--- config.mk ---
export PLATFORM = sky130hd
export DESIGN_NAME = fu_token_unit
export DESIGN_NICKNAME = d
export VERILOG_FILES = /design/src/rtl/fu_tok_pkg.sv /design/src/rtl/fu_tok_rx.sv /design/src/rtl/fu_tok_opproc.sv /design/src/rtl/fu_tok_tx.sv /design/src/rtl/fu_token_unit.sv
export SDC_FILE = /design/constraint.sdc
export NUM_CORES = 1
export LEC_CHECK = 0
export BUFFER_PORTS_ARGS = -buffer_cell sky130_fd_sc_hd__buf_2
export CORE_ASPECT_RATIO = 1.25
export CORE_MARGIN = 2
export CORE_UTILIZATION = 49
export DETAILED_ROUTE_END_ITERATION = 8
export PLACE_DENSITY = 0.72
export SLEW_MARGIN = 20
export SYNTH_ARGS = -nofsm -noshare
export SYNTH_HDL_FRONTEND = slang
export SYNTH_HIERARCHICAL = 1
export SYNTH_SLANG_ARGS = --single-unit
--- constraint.sdc ---
create_clock -name clk -period 1.4 [get_ports clk]
set_input_delay 0.28 -clock clk [delete_from_list [all_inputs] [get_ports clk]]
set_output_delay 0.28 -clock clk [all_outputs]
set_load 0.1 [all_outputs]
--- src/rtl/fu_tok_pkg.sv ---
package fu_tok_pkg;

  localparam int MAX_LAT = 3;
  localparam int LAT_W   = $clog2(MAX_LAT + 1);

  typedef enum logic [1:0] {
    CLS_MOVE = 2'b00,
    CLS_ALU  = 2'b01,
    CLS_MUL  = 2'b10,
    CLS_CMP  = 2'b11
  } op_cls_e;

  typedef struct packed {
    logic [LAT_W-1:0] lat;
    logic             pred;
    logic             binary;
  } op_attr_t;

  function automatic op_attr_t decode_cls(op_cls_e c);
    op_attr_t a;
    case (c)
      CLS_MOVE: a = '{lat: LAT_W'(1), pred: 1'b0, binary: 1'b0};
      CLS_ALU:  a = '{lat: LAT_W'(1), pred: 1'b0, binary: 1'b1};
      CLS_MUL:  a = '{lat: LAT_W'(3), pred: 1'b0, binary: 1'b1};
      default:  a = '{lat: LAT_W'(2), pred: 1'b1, binary: 1'b1};
    endcase
    return a;
  endfunction

endpackage

--- src/rtl/fu_tok_rx.sv ---
module fu_tok_rx #(
  parameter int NUM_IN = 4,
  parameter int SEL_W  = $clog2(NUM_IN),
  parameter int CNT_W  = $clog2(NUM_IN + 1)
) (
  input  logic              clk,
  input  logic              rst,
  input  logic [NUM_IN-1:0] tok_in,
  input  logic [NUM_IN-1:0] stg_in,
  output logic              cfg_req,
  output logic              sel_vld,
  output logic [SEL_W-1:0]  sel_a,
  output logic [SEL_W-1:0]  sel_b,
  output logic [CNT_W-1:0]  tok_cnt,
  output logic              stg_all
);

  logic [SEL_W-1:0] a_n, b_n;
  logic [CNT_W-1:0] cnt_n;
  logic             stg_n, got_a, got_b;

  assign cfg_req = |tok_in;

  always_comb begin
    a_n   = '0;
    b_n   = '0;
    cnt_n = '0;
    stg_n = 1'b1;
    got_a = 1'b0;
    got_b = 1'b0;
    for (int i = 0; i < NUM_IN; i++) begin
      if (tok_in[i]) begin
        cnt_n = cnt_n + CNT_W'(1);
        stg_n = stg_n & stg_in[i];
        if (!got_a) begin
          a_n   = SEL_W'(i);
          got_a = 1'b1;
        end else if (!got_b) begin
          b_n   = SEL_W'(i);
          got_b = 1'b1;
        end
      end
    end
    if (!got_b) b_n = a_n;
  end

  always_ff @(posedge clk) begin
    if (rst) begin
      sel_vld <= 1'b0;
      sel_a   <= '0;
      sel_b   <= '0;
      tok_cnt <= '0;
      stg_all <= 1'b0;
    end else begin
      sel_vld <= cfg_req;
      sel_a   <= a_n;
      sel_b   <= b_n;
      tok_cnt <= cnt_n;
      stg_all <= stg_n;
    end
  end

  // a token cycle is always followed by an execute cycle
  a_r2_vld_after_req: assert property (@(posedge clk) disable iff (rst)
    cfg_req |=> sel_vld);

  // first select never lies above the second
  a_r2_sel_order: assert property (@(posedge clk) disable iff (rst)
    sel_vld |-> (sel_a <= sel_b));

endmodule

--- src/rtl/fu_tok_opproc.sv ---
module fu_tok_opproc
  import fu_tok_pkg::*;
#(
  parameter int OPC_W = 4,
  parameter int CNT_W = 3
) (
  input  logic             clk,
  input  logic             rst,
  input  logic             pend,
  input  logic [CNT_W-1:0] tok_cnt,
  input  logic             stg_all,
  input  logic [OPC_W-1:0] cfg_opc,
  input  logic             cfg_guard,
  output logic             launch,
  output logic [LAT_W-1:0] lat,
  output logic             pred,
  output logic             err_arity
);

  op_attr_t attr;
  logic     count_ok;

  assign attr     = decode_cls(op_cls_e'(cfg_opc[OPC_W-1 -: 2]));
  assign lat      = attr.lat;
  assign pred     = attr.pred;
  assign count_ok = (tok_cnt == CNT_W'(attr.binary ? 2 : 1));
  assign launch   = pend && count_ok && (!cfg_guard || stg_all);

  always_ff @(posedge clk) begin
    if (rst) err_arity <= 1'b0;
    else     err_arity <= pend && !count_ok;
  end

  // every launched operation has a latency the completion slots can hold
  a_r3_lat_range: assert property (@(posedge clk) disable iff (rst)
    launch |-> (lat >= LAT_W'(1) && lat <= LAT_W'(MAX_LAT)));

endmodule

--- src/rtl/fu_tok_tx.sv ---
module fu_tok_tx
  import fu_tok_pkg::*;
#(
  parameter int DST_W = 3
) (
  input  logic             clk,
  input  logic             rst,
  input  logic             launch,
  input  logic [LAT_W-1:0] lat,
  input  logic             pred,
  input  logic             stg,
  input  logic [DST_W-1:0] dst0,
  input  logic [DST_W-1:0] dst1,
  input  logic [1:0]       dst_en,
  output logic [DST_W-1:0] tok_dst0,
  output logic [DST_W-1:0] tok_dst1,
  output logic [1:0]       tok_data_en,
  output logic [1:0]       tok_pred_en,
  output logic             tok_stg
);

  logic [MAX_LAT-1:0] s_vld, s_pred, s_stg;
  logic [DST_W-1:0]   s_d0 [MAX_LAT];
  logic [DST_W-1:0]   s_d1 [MAX_LAT];
  logic [1:0]         s_en [MAX_LAT];
  logic [MAX_LAT:0]   occ_next;
  logic               clash;

  for (genvar g = 0; g < MAX_LAT; g++) begin : g_slot
    always_ff @(posedge clk) begin
      if (rst) begin
        s_vld[g]  <= 1'b0;
        s_pred[g] <= 1'b0;
        s_stg[g]  <= 1'b0;
        s_d0[g]   <= '0;
        s_d1[g]   <= '0;
        s_en[g]   <= '0;
      end else if (launch && int'(lat) == g + 1) begin
        s_vld[g]  <= 1'b1;
        s_pred[g] <= pred;
        s_stg[g]  <= stg;
        s_d0[g]   <= dst0;
        s_d1[g]   <= dst1;
        s_en[g]   <= dst_en;
      end else begin
        if (g == MAX_LAT - 1) begin : g_tail
          s_vld[g] <= 1'b0;
        end else begin : g_shift
          s_vld[g]  <= s_vld[g+1];
          s_pred[g] <= s_pred[g+1];
          s_stg[g]  <= s_stg[g+1];
          s_d0[g]   <= s_d0[g+1];
          s_d1[g]   <= s_d1[g+1];
          s_en[g]   <= s_en[g+1];
        end
      end
    end
  end

  assign tok_dst0    = s_d0[0];
  assign tok_dst1    = s_d1[0];
  assign tok_stg     = s_vld[0] & s_stg[0];
  assign tok_data_en = (s_vld[0] && !s_pred[0]) ? s_en[0] : 2'b00;
  assign tok_pred_en = (s_vld[0] &&  s_pred[0]) ? s_en[0] : 2'b00;

  // slot that would shift into the insertion point this edge
  assign occ_next = {1'b0, s_vld};
  assign clash    = occ_next[lat];

  // schedule never makes two operations finish in one cycle
  a_r3_no_overlap: assert property (@(posedge clk) disable iff (rst)
    launch |-> !clash);

  // one output token is either data or predicate, never both
  a_r4_line_excl: assert property (@(posedge clk) disable iff (rst)
    !((|tok_data_en) && (|tok_pred_en)));

endmodule

--- src/rtl/fu_token_unit.sv ---
module fu_token_unit
  import fu_tok_pkg::*;
#(
  parameter int NUM_IN = 4,
  parameter int OPC_W  = 4,
  parameter int DST_W  = 3,
  localparam int SEL_W = $clog2(NUM_IN),
  localparam int CNT_W = $clog2(NUM_IN + 1)
) (
  input  logic              clk,
  input  logic              rst,
  input  logic [NUM_IN-1:0] tok_in,
  input  logic [NUM_IN-1:0] stg_in,
  output logic              cfg_req,
  input  logic [OPC_W-1:0]  cfg_opc,
  input  logic              cfg_guard,
  input  logic [DST_W-1:0]  cfg_dst0,
  input  logic [DST_W-1:0]  cfg_dst1,
  input  logic [1:0]        cfg_dst_en,
  output logic              op_sel_vld,
  output logic [SEL_W-1:0]  op_sel_a,
  output logic [SEL_W-1:0]  op_sel_b,
  output logic [DST_W-1:0]  tok_dst0,
  output logic [DST_W-1:0]  tok_dst1,
  output logic [1:0]        tok_data_en,
  output logic [1:0]        tok_pred_en,
  output logic              tok_stg,
  output logic              err_arity
);

  logic [CNT_W-1:0] tok_cnt;
  logic             stg_all, launch, pred;
  logic [LAT_W-1:0] lat;

  fu_tok_rx #(.NUM_IN(NUM_IN), .SEL_W(SEL_W), .CNT_W(CNT_W)) u_rx (
    .clk(clk), .rst(rst), .tok_in(tok_in), .stg_in(stg_in),
    .cfg_req(cfg_req), .sel_vld(op_sel_vld), .sel_a(op_sel_a),
    .sel_b(op_sel_b), .tok_cnt(tok_cnt), .stg_all(stg_all)
  );

  fu_tok_opproc #(.OPC_W(OPC_W), .CNT_W(CNT_W)) u_op (
    .clk(clk), .rst(rst), .pend(op_sel_vld), .tok_cnt(tok_cnt),
    .stg_all(stg_all), .cfg_opc(cfg_opc), .cfg_guard(cfg_guard),
    .launch(launch), .lat(lat), .pred(pred), .err_arity(err_arity)
  );

  fu_tok_tx #(.DST_W(DST_W)) u_tx (
    .clk(clk), .rst(rst), .launch(launch), .lat(lat), .pred(pred),
    .stg(stg_all), .dst0(cfg_dst0), .dst1(cfg_dst1), .dst_en(cfg_dst_en),
    .tok_dst0(tok_dst0), .tok_dst1(tok_dst1), .tok_data_en(tok_data_en),
    .tok_pred_en(tok_pred_en), .tok_stg(tok_stg)
  );

  // an arity error only follows an execute cycle
  a_r7_err_after_exec: assert property (@(posedge clk) disable iff (rst)
    err_arity |-> $past(op_sel_vld));

endmodule

==> results of run 1 <==
[state kept, by name, summed over array words and instances, names as in the netlist]
register / count
u_op/err_arity: 1
u_rx/sel_a: 2
u_rx/sel_b: 2
u_rx/sel_vld: 1
u_rx/stg_all: 1
u_rx/tok_cnt: 3
u_tx/occ_next: 3
u_tx/s_d0: 9
u_tx/s_d1: 9
u_tx/s_en: 6
u_tx/s_pred: 3
u_tx/s_stg: 3
[stage by stage]
| step | hold slack, ps | TNS (ps) | instances | worst slack (ps) |
|---|---|---|---|---|
| floorplan | 411 | -3650 | 195 | -170 |
| global placement | 414 | -5440 | 293 | -195 |
| detailed placement | 422 | -6520 | 293 | -228 |
| CTS | 278 | -1810 | 304 | -97.9 |
| global route | 279 | -7490 | 309 | -259 |
| finish | 281 | -5090 | 309 | -189 |
[area by class of cell]
class,count,area [um2]
Multi-Input combinational cell,134,1020
Sequential cell,43,1110
Timing Repair Buffer,60,500
Inverter,8,30.0
Clock inverter,2,60.1
Tap cell,56,70.1
Fill cell,294,1210
Clock buffer,6,72.6
[placed cells by master, fill, tap and decap left out, types with 2 or more instances in the layout]
cell and count:
buf_12 9, ha_1 5, nand2_1 5, nor2_1 3, and2_1 10, dfxtp_1 16
clkbuf_8 5, nand3_1 2, buf_6 4, edfxtp_1 24, nor2_2 2, o22ai_1 2
and3b_2 3, and4b_2 2, nor2b_4 2, a31oi_1 2, nand2b_1 31, inv_1 8
buf_2 31, a211oi_1 2, nand3_4 2, dfxtp_2 2, mux2i_2 2, buf_4 16
conb_1 16, a21oi_1 4, nor3_1 3, mux2i_1 21, bufinv_16 2
[critical path, stage by stage (launching register included)]
cell and delay [ps]:
dfxtp_2 340, nor2b_4 120, mux2i_2 270, nor3_4 80, and3b_2 240, buf_12 150
mux2i_2 140
[timing repair]
action | in CTS | in global routing
gates cloned | 0 | 1
endpoints found under the setup margin | 34 | 43
buffers inserted | 3 | 4
gates resized for setup | 6 | 12
pin swaps | 3 | 5
hold buffers | 0 | 0
endpoints found under the hold margin | 0 | 0
[kinds of logic (layout without fill, tap and decap cells)]
family	Yosys count	after routing	synth area share [%]
fa+ha+maj	5	5	3.03
buf+inv	19	76	4.54
mux	23	23	11.1
simple gates	71	72	20.9
compound gates	16	16	5.69
xor+xnor	2	2	1.21
other cells	1	16	0.181
flops	43	43	53.3
[per-layer routing]
metal	global-route usage, %	vias up	routed length, um
li1	-	744	-
met1	19.1	708	1500
met2	30.5	40	2210
met3	6.28	5	212
met4	6.38	0	59
met5	0	-	0
[power breakdown]
| part | internal [mW] | switching (mW) | total [mW] |
|---|---|---|---|
| sequential | 1.39 | 0.0218 | 1.41 |
| combinational | 0.181 | 0.329 | 0.510 |
| clock | 0.713 | 0.408 | 1.12 |
[worst paths after layout]
path | start | end | slack [ps]
worst max register to register | u_rx/tok_cnt[0] | u_tx/s_d1[0][2] | -190
worst max-delay path | u_rx/tok_cnt[0] | u_tx/s_d1[0][2] | -190
worst min register to register | u_tx/occ_next[2] | u_tx/occ_next[1] | 440
worst min-delay path | cfg_dst0[0] | u_tx/s_d0[2][0] | 280
==> key figures, run 1 <==
Synthesis
  • Main synth FF type: edfxtp_1
  • Mapped Avg Cell Area: between 10 and 15 um2
  • Cell variety after synth: 37
  • Post-synth EDFFs: 24
  • Most frequent cell after synthesis: nand2b_1
  • Async SR Flop Fraction: 0%
  • FF+latch count, synth: 43
  • Warnings from Yosys: 6
  • Post-synth top cells: nand2b_1 (32), edfxtp_1 (24), mux2i_1 (23)
  • Yosys top cell by area: edfxtp_1
  • Mapped Cells: 180
  • Sequential area share after synthesis: 53.3%
  • Synthesized area: 2070 um2
  • Top cells by area, synth: edfxtp_1 (35%), dfxtp_1 (18%), mux2i_1 (11%)
  • Post-synth top area share: a little over a third

STA
  • Worst setup margin: -189 ps
  • Clock period minus worst slack: roughly 1600 ps
  • RSZ-0062 raised after global routing: yes
  • Clock Skews: roughly 8.3 ps
  • Final setup fails: 39
  • Count of final hold-check violations: 0
  • Final slew viol count: 0
  • Fmax: 629 MHz
  • Final worst-path cycle share: 114%

GRT
  • Overall global routing resource usage: 17.8%
  • Vias in the first global route: around 1,400
  • Initial antenna violation count: 0
  • First-pass GRT wire length: about 6.2 mm
  • Largest net degree at the start of global routing: 25
  • GRT overflow: 0

Clock network
  • Clock buffer depth: 2
  • Worst-skew pair later-pin latency: between 200 and 300 ps
  • Clock sinks: 43
  • Num CTS Buffers: 5
  • CTS tree: built
  • CTS clk-pin slew, worst paths: about 80 ps
  • Clk root buf: clkbuf_8
  • # H-tree levels: 2

Critical path
  • Critical Path Fanout Max: 11
  • Critical Path RT: approximately 1500 ps
  • Worst r2r path cells: 6
  • Type of origin of the critical path: flop
  • Crit path kind: reg2reg
  • CP Capture Type: flop
  • Arrival time worst endpoint: 1640 ps

Status
  • Failing checks: setup timing
  • Status: finished with violations

Layout
  • Final Core Density: between 70% and 80%
  • Share of cells above drive strength 1: 36.4%
  • Non-Filler Cell Area, Final: 2860 um2
  • Ant. Diodes: 0
  • Final nets: between 200 and 300
  • Area delta synth->final: 38.3%

Routing
  • Total number of vias: 1,497
  • Initial DRC Count: 30
  • DR pass1 iterations: 4
  • Residual DRC: 0
  • Routed Antenna Nets: 0
  • Via-to-Cell Ratio: just under 5
  • Wire per inst: 12.9 um
  • Total Wirelength: roughly 4.0 mm

Worst hold path
  • Hold WC Path Type: in2reg
  • Hold Crit Depth: 2

Pwr
  • Leakage: 1.29 nW
  • Final Power: just over 3 mW
  • Maximum vdd ir drop: around 800 uV
  • Pwr Density: roughly 1100 nW/um2

Die
  • Die Y: ~77 um
  • Core Rows: 26
  • IO Pins: a little over 40
  • Die Span X: about 62 um
  • Initial Utilization: about 51%
  • Full die area: about 4800 um2
  • Core Footprint: between 4000 and 5000 um2

Placement
  • I/O Buffers: 38
  • HPWL after detailed placement: ~2.7 mm
  • Post-DP Area: around 2600 um2
  • GPL Wtd Cong: roughly 0.76

Run
  • Maxcap violations: 0
No activity file was read; power rests on OpenSTA's default activity.
==> run 2: changes to the inputs <==
CORE_UTILIZATION = 48   (was 49)
PLACE_DENSITY = 0.71   (was 0.72)
SYNTH_HIERARCHICAL = unset   (was 1)
==> run 2 against run 1 <==
Net effect: the flow now finishes without violations; power decreased by 5.8%; synthesized cell count shrank 3.9%; count of clock-buffer cells in the layout is 1 higher; critical endpoint is now u_tx.s_d1[0][2]; area after synthesis down 4.8%; combinational power rose by 2%; utilization decreased by 0.64 points; sequential power hardly changed; setup slack improved by 200 ps.
==> key figures, run 2 <==
Clock network
  • Hold buffers post-CTS: 0
  • # H-tree levels: 2
  • Clock buffer depth: 2
  • Num CTS Buffers: 5
  • Clock sinks: 43
  • CTS tree: built
  • Worst-skew pair later-pin latency: approximately 300 ps
  • Clk root buf: clkbuf_8
  • CTS clk-pin slew, worst paths: ~80 ps

Synthesis
  • Mapped Avg Cell Area: 11.4 um2
  • Sequential area share after synthesis: between 50 and 60%
  • Warnings from Yosys: 0
  • Top cells by area, synth: edfxtp_1 (37%), dfxtp_1 (19%), mux2i_1 (6.6%)
  • Mapped Cells: ~170
  • FF+latch count, synth: 43
  • Yosys top cell by area: edfxtp_1
  • Cell variety after synth: 36
  • Post-synth top area share: 36.6%
  • Most frequent cell after synthesis: edfxtp_1
  • Synthesized area: between 1500 and 2000 um2
  • Async SR Flop Fraction: 0%
  • Post-synth EDFFs: 24
  • Post-synth top cells: edfxtp_1 (24), dfxtp_1 (19), nand2b_1 (18)
  • Main synth FF type: edfxtp_1

Pwr
  • Pwr Density: between 1000 and 1500 nW/um2
  • Leakage: ~1.2 nW
  • Maximum vdd ir drop: 733 uV

Routing
  • Residual DRC: 0
  • Wire per inst: around 13 um
  • Routed Antenna Nets: 0
  • DR pass1 iterations: 4
  • Via-to-Cell Ratio: between 4 and 5
  • Total Wirelength: between 3 and 4 mm
  • Total number of vias: between 1,000 and 1,500
  • Initial DRC Count: 31

Layout
  • Most common cell after layout, fill and taps aside: buf_2
  • Share of cells above drive strength 1: between 30% and 40%
  • Area delta synth->final: 41.7%
  • Non-Filler Cell Area, Final: 2790 um2
  • Regs by FF count: u_tx.s_d0: 9 flops, u_tx.s_d1: 9 flops, u_tx.s_en: 6 flops
  • Most frequent cells in the layout: buf_2 (31), edfxtp_1 (24), buf_4 (22), nand2b_1 (18)
  • Ant. Diodes: 0
  • Final nets: between 200 and 300

STA
  • Clock Skews: 8.17 ps
  • Final slew viol count: 0
  • Clock period minus worst slack: 1390 ps
  • RSZ-0062 raised after global routing: yes
  • Count of final hold-check violations: 0
  • Final worst-path cycle share: between 90 and 100%
  • Fmax: between 700 and 800 MHz
  • Final setup fails: 0
  • Hold WS: about 270 ps

GRT
  • GRT overflow: 0
  • Initial antenna violation count: 0
  • Largest net degree at the start of global routing: 21
  • First-pass GRT wire length: roughly 6.1 mm
  • Vias in the first global route: 1,404
  • Overall global routing resource usage: around 18%

Critical path
  • Critical Path Fanout Max: 9
  • Arrival time worst endpoint: between 1500 and 2000 ps
  • Critical Path RT: ~1500 ps
  • Type of origin of the critical path: flop
  • Crit path kind: reg2reg
  • CP Capture Type: flop

Die
  • Core Footprint: between 4000 and 5000 um2
  • Initial Utilization: roughly 50%
  • Full die area: roughly 4600 um2
  • Core Rows: 26
  • Die Y: between 70 and 80 um
  • Die Span X: 61.3 um
  • IO Pins: around 40

Placement
  • GPL Wtd Cong: approximately 0.69
  • I/O Buffers: 38
  • HPWL after detailed placement: about 2.9 mm
  • Post-DP Area: approximately 2500 um2

Worst hold path
  • Hold WC Path Type: in2reg

Status
  • Status: complete, no violations

Run
  • Maxcap violations: 0
==> run 2: cell count changes after synthesis, moves of 7 or more <==
| cell | previous run | this run |
|---|---|---|
| nor2_1 | 3 | 10 |
| o21ai_0 | 1 | 10 |
| nand2b_1 | 32 | 18 |
| nand3b_1 | 1 | 9 |
| mux2i_1 | 23 | 13 |
==> run 2: timing repair <==
item                                    in CTS  in global routing
cloned                                       0                  2
pin swaps                                    2                  2
setup buffers                                3                  2
resized for setup                            2                 12
endpoints found under the setup margin      13                 25
==> run 2: area by class of cell <==
class	count	area [um2]
multi-input combinational	128	892
tap	56	70.1
timing repair buffer	67	584
fill	309	1210
clock inverter	1	30.0
inverter	7	26.3
sequential	43	1110
clock buffer	7	76.3
==> run 2: cell families (layout without fill, tap and decap cells) <==
logic type,count (synthesis),in the layout,synth area share (%)
compound gates,20,20,5.79
mux,13,13,6.62
fa+ha+maj,4,4,2.54
other cells,1,16,0.191
xor+xnor,3,3,1.34
flops,43,43,56.0
buf+inv,17,82,3.75
simple gates,72,72,23.8
==> run 2: layer usage <==
metal	wire, um	GRT usage, %	vias to the layer above	part of all wire, %
met5	0	0	-	0
met4	125	10.4	0	3.1
met3	150	3.57	11	3.8
met2	2290	33.7	32	58
met1	1410	19.1	700	35
li1	-	-	736	-
==> run 2: final timing paths <==
check | start | endpoint | slack [ps] | depth (start not counted)
setup / recovery | u_rx.tok_cnt[1] | u_tx.s_d1[0][2] | 10 | 5
hold reg to reg | u_tx.occ_next[2] | u_tx.occ_next[1] | 420 | 2
hold / removal | cfg_dst1[0] | u_tx.s_d1[2][0] | 270 | 2
setup reg to reg | u_rx.tok_cnt[1] | u_tx.s_d1[0][2] | 10 | 5
==> run 2: worst max-delay path: stages, from the launching register on <==
cell	delay [ps]
dfxtp_2	320
and2b_2	220
mux2i_4	80
nor3_4	220
buf_12	170
mux2i_1	220
==> run 2: report_power, final <==
part | total, mW | switching [mW] | internal [mW]
logic | 0.519 | 0.329 | 0.190
clock network | 0.936 | 0.403 | 0.534
registers | 1.41 | 0.0188 | 1.39
==> run 2: per-stage QoR <==
stage / instances / util [%] / total power, mW / TNS (ps) / worst slack [ps]
2_1_floorplan: 188 / - / 1.77 / -849 / -60.9
5_1_grt: 309 / 69.6 / 2.98 / -528 / -55.8
6_report: 309 / 69.6 / 2.87 / 0 / 11.2
4_1_cts: 305 / 67.3 / 2.87 / -6.33 / -4.27
3_5_place_dp: 294 / 63.4 / 1.92 / -5450 / -388
3_3_place_gp: 294 / 63.4 / 1.91 / -4800 / -297
==> run 3: changes to the inputs <==
clock period = 1.25 ns   (was 1.4 ns; I/O delays follow)
==> run 3 against run 2 <==
Net effect: the flow now finishes with violations (setup timing); combinational power increased by 33%; first-iteration DRC count increased by 45%; flip-flop and latch count unchanged; setup slack got worse by 230 ps; maximum frequency decreased by 5.6%; count of clock-buffer cells in the layout decreased by 1; clock skew decreased by 1.9 ps; sequential power increased by 13%; utilization increased by 7.0 points; sequential share of layout area decreased by 3.4 points.
==> key figures, run 3 (synthesized netlist as in run 2, its figures left out) <==
GRT
  • First-pass GRT wire length: ~6.7 mm
  • Overall global routing resource usage: just over 20%
  • Largest net degree at the start of global routing: 21
  • GRT overflow: 0
  • Vias in the first global route: around 1,500
  • Initial antenna violation count: 0

STA
  • Final TNS setup: -4240 ps
  • Worst setup margin: -221 ps
  • Count of final hold-check violations: 0
  • Final worst-path cycle share: 118%
  • Hold WS: 250 ps
  • Final slew viol count: 0
  • Final setup fails: 40
  • RSZ-0062 raised after global routing: yes
  • Fmax: 680 MHz
  • Clock period minus worst slack: 1470 ps
  • Clock Skews: 6.26 ps

Clock network
  • Clk root buf: clkbuf_8
  • CTS tree: built
  • Clock buffer depth: 2
  • Clock sinks: 43
  • # H-tree levels: 2
  • Hold buffers post-CTS: 0
  • Worst-skew pair later-pin latency: around 300 ps
  • Num CTS Buffers: 5
  • CTS clk-pin slew, worst paths: 80 ps

Die
  • IO Pins: a little over 40
  • Die Y: about 76 um
  • Core Rows: 26
  • Initial Utilization: roughly half
  • Die Span X: between 60 and 70 um
  • Full die area: about 4600 um2
  • Core Footprint: approximately 4000 um2

Critical path
  • Type of origin of the critical path: flop
  • Arrival time worst endpoint: approximately 1600 ps
  • Critical Path RT: 1420 ps
  • CP Capture Type: flop
  • Crit path kind: reg2reg
  • Critical Path Fanout Max: 4

Routing
  • DR pass1 iterations: 4
  • Via-to-Cell Ratio: between 4 and 5
  • Wire per inst: between 10 and 15 um
  • Initial DRC Count: 45
  • Routed Antenna Nets: 0
  • Total number of vias: around 1,500
  • Total Wirelength: roughly 4.2 mm
  • Residual DRC: 0

Run
  • Maxcap violations: 0

Placement
  • GPL Wtd Cong: 0.714
  • Pre-CTS WS: -509 ps
  • Post-DP Area: 2780 um2
  • HPWL after detailed placement: 2.85 mm
  • Dpl cells: approximately 300
  • I/O Buffers: 38

Layout
  • Register area: 1110 um2
  • Most frequent cells in the layout: buf_4 (27), edfxtp_1 (24), buf_12 (21), buf_2 (19), nand2b_1 (18)
  • Area occupied by multi-input gates: around 950 um2
  • Most common cell after layout, fill and taps aside: buf_4
  • Fillers: roughly 280
  • Finished Layout Cells: 312
  • Final Core Density: about 77%
  • Share of cells above drive strength 1: between 40% and 50%
  • Final nets: ~280
  • Ant. Diodes: 0
  • Non-Filler Cell Area, Final: 3070 um2
  • Area delta synth->final: 55.9%
  • Regs by FF count: u_tx.s_d0: 9 flops, u_tx.s_d1: 9 flops, u_tx.s_en: 6 flops

Pwr
  • Maximum vdd ir drop: slightly above 700 uV
  • Leakage: about 1.3 nW
  • Pwr Density: 1160 nW/um2
  • Final Power: ~3.6 mW

Worst hold path
  • Hold WC Path Type: in2reg

Status
  • Status: finished with violations
  • Failing checks: setup timing
-- run 3: cell count changes in the layout (fill, tap and decap cells not counted), moves of 4 or more --
cell     change
buf_4        +5
and2_4       +7
buf_2       -12
dfxtp_1      -4
o21ai_0      -5
and2_1       -7
buf_12      +12
o21ai_1      +5
-- run 3: final timing paths --
path | cells past startpoint | endpoint | slack (ps) | start
worst max-delay path | 6 | u_tx.s_d0[2][2] | -220 | u_rx.tok_cnt[2]
worst min-delay path | 2 | u_tx.s_d1[2][1] | 250 | cfg_dst1[1]
worst max register to register | 6 | u_tx.s_d0[2][2] | -220 | u_rx.tok_cnt[2]
worst min register to register | 2 | u_tx.occ_next[1] | 450 | u_tx.occ_next[2]
-- run 3: report_power, final --
part | internal (mW) | switching, mW | leakage (nW)
Combinational | 0.306 | 0.386 | 0.796
Sequential | 1.56 | 0.0366 | 0.409
Clock | 0.799 | 0.486 | 0.0654
-- run 3: timing repair --
action | 4_1_cts | 5_1_grt
cloned | 0 | 1
gates resized for setup | 14 | 12
pin swaps | 9 | 13
endpoints found under the setup margin | 44 | 44
setup buffers | 4 | 4
-- run 3: layer usage --
metal	global-route usage (%)	share of wire [%]	vias up	wire length, um
met5	0	0	-	0
met4	8.70	2.2	0	92
met3	6.62	5.1	8	214
met2	36.4	54	46	2270
met1	21.0	38	704	1610
li1	-	-	743	-
-- run 3: critical path: stages (launching register included) --
cell and delay [ps]:
dfxtp_2 320, and2b_2 240, nand2_4 60, buf_6 110, nor4b_4 270, buf_2 200, and2_1 140
-- run 3: layout make-up --
type	instances	share of cell area [%]
Sequential cell	43	36.4
Tap cell	56	2.28
Clock inverter	2	1.96
Timing Repair Buffer	70	24.5
Multi-Input combinational cell	128	31.1
Clock buffer	6	2.37
Inverter	7	1.43
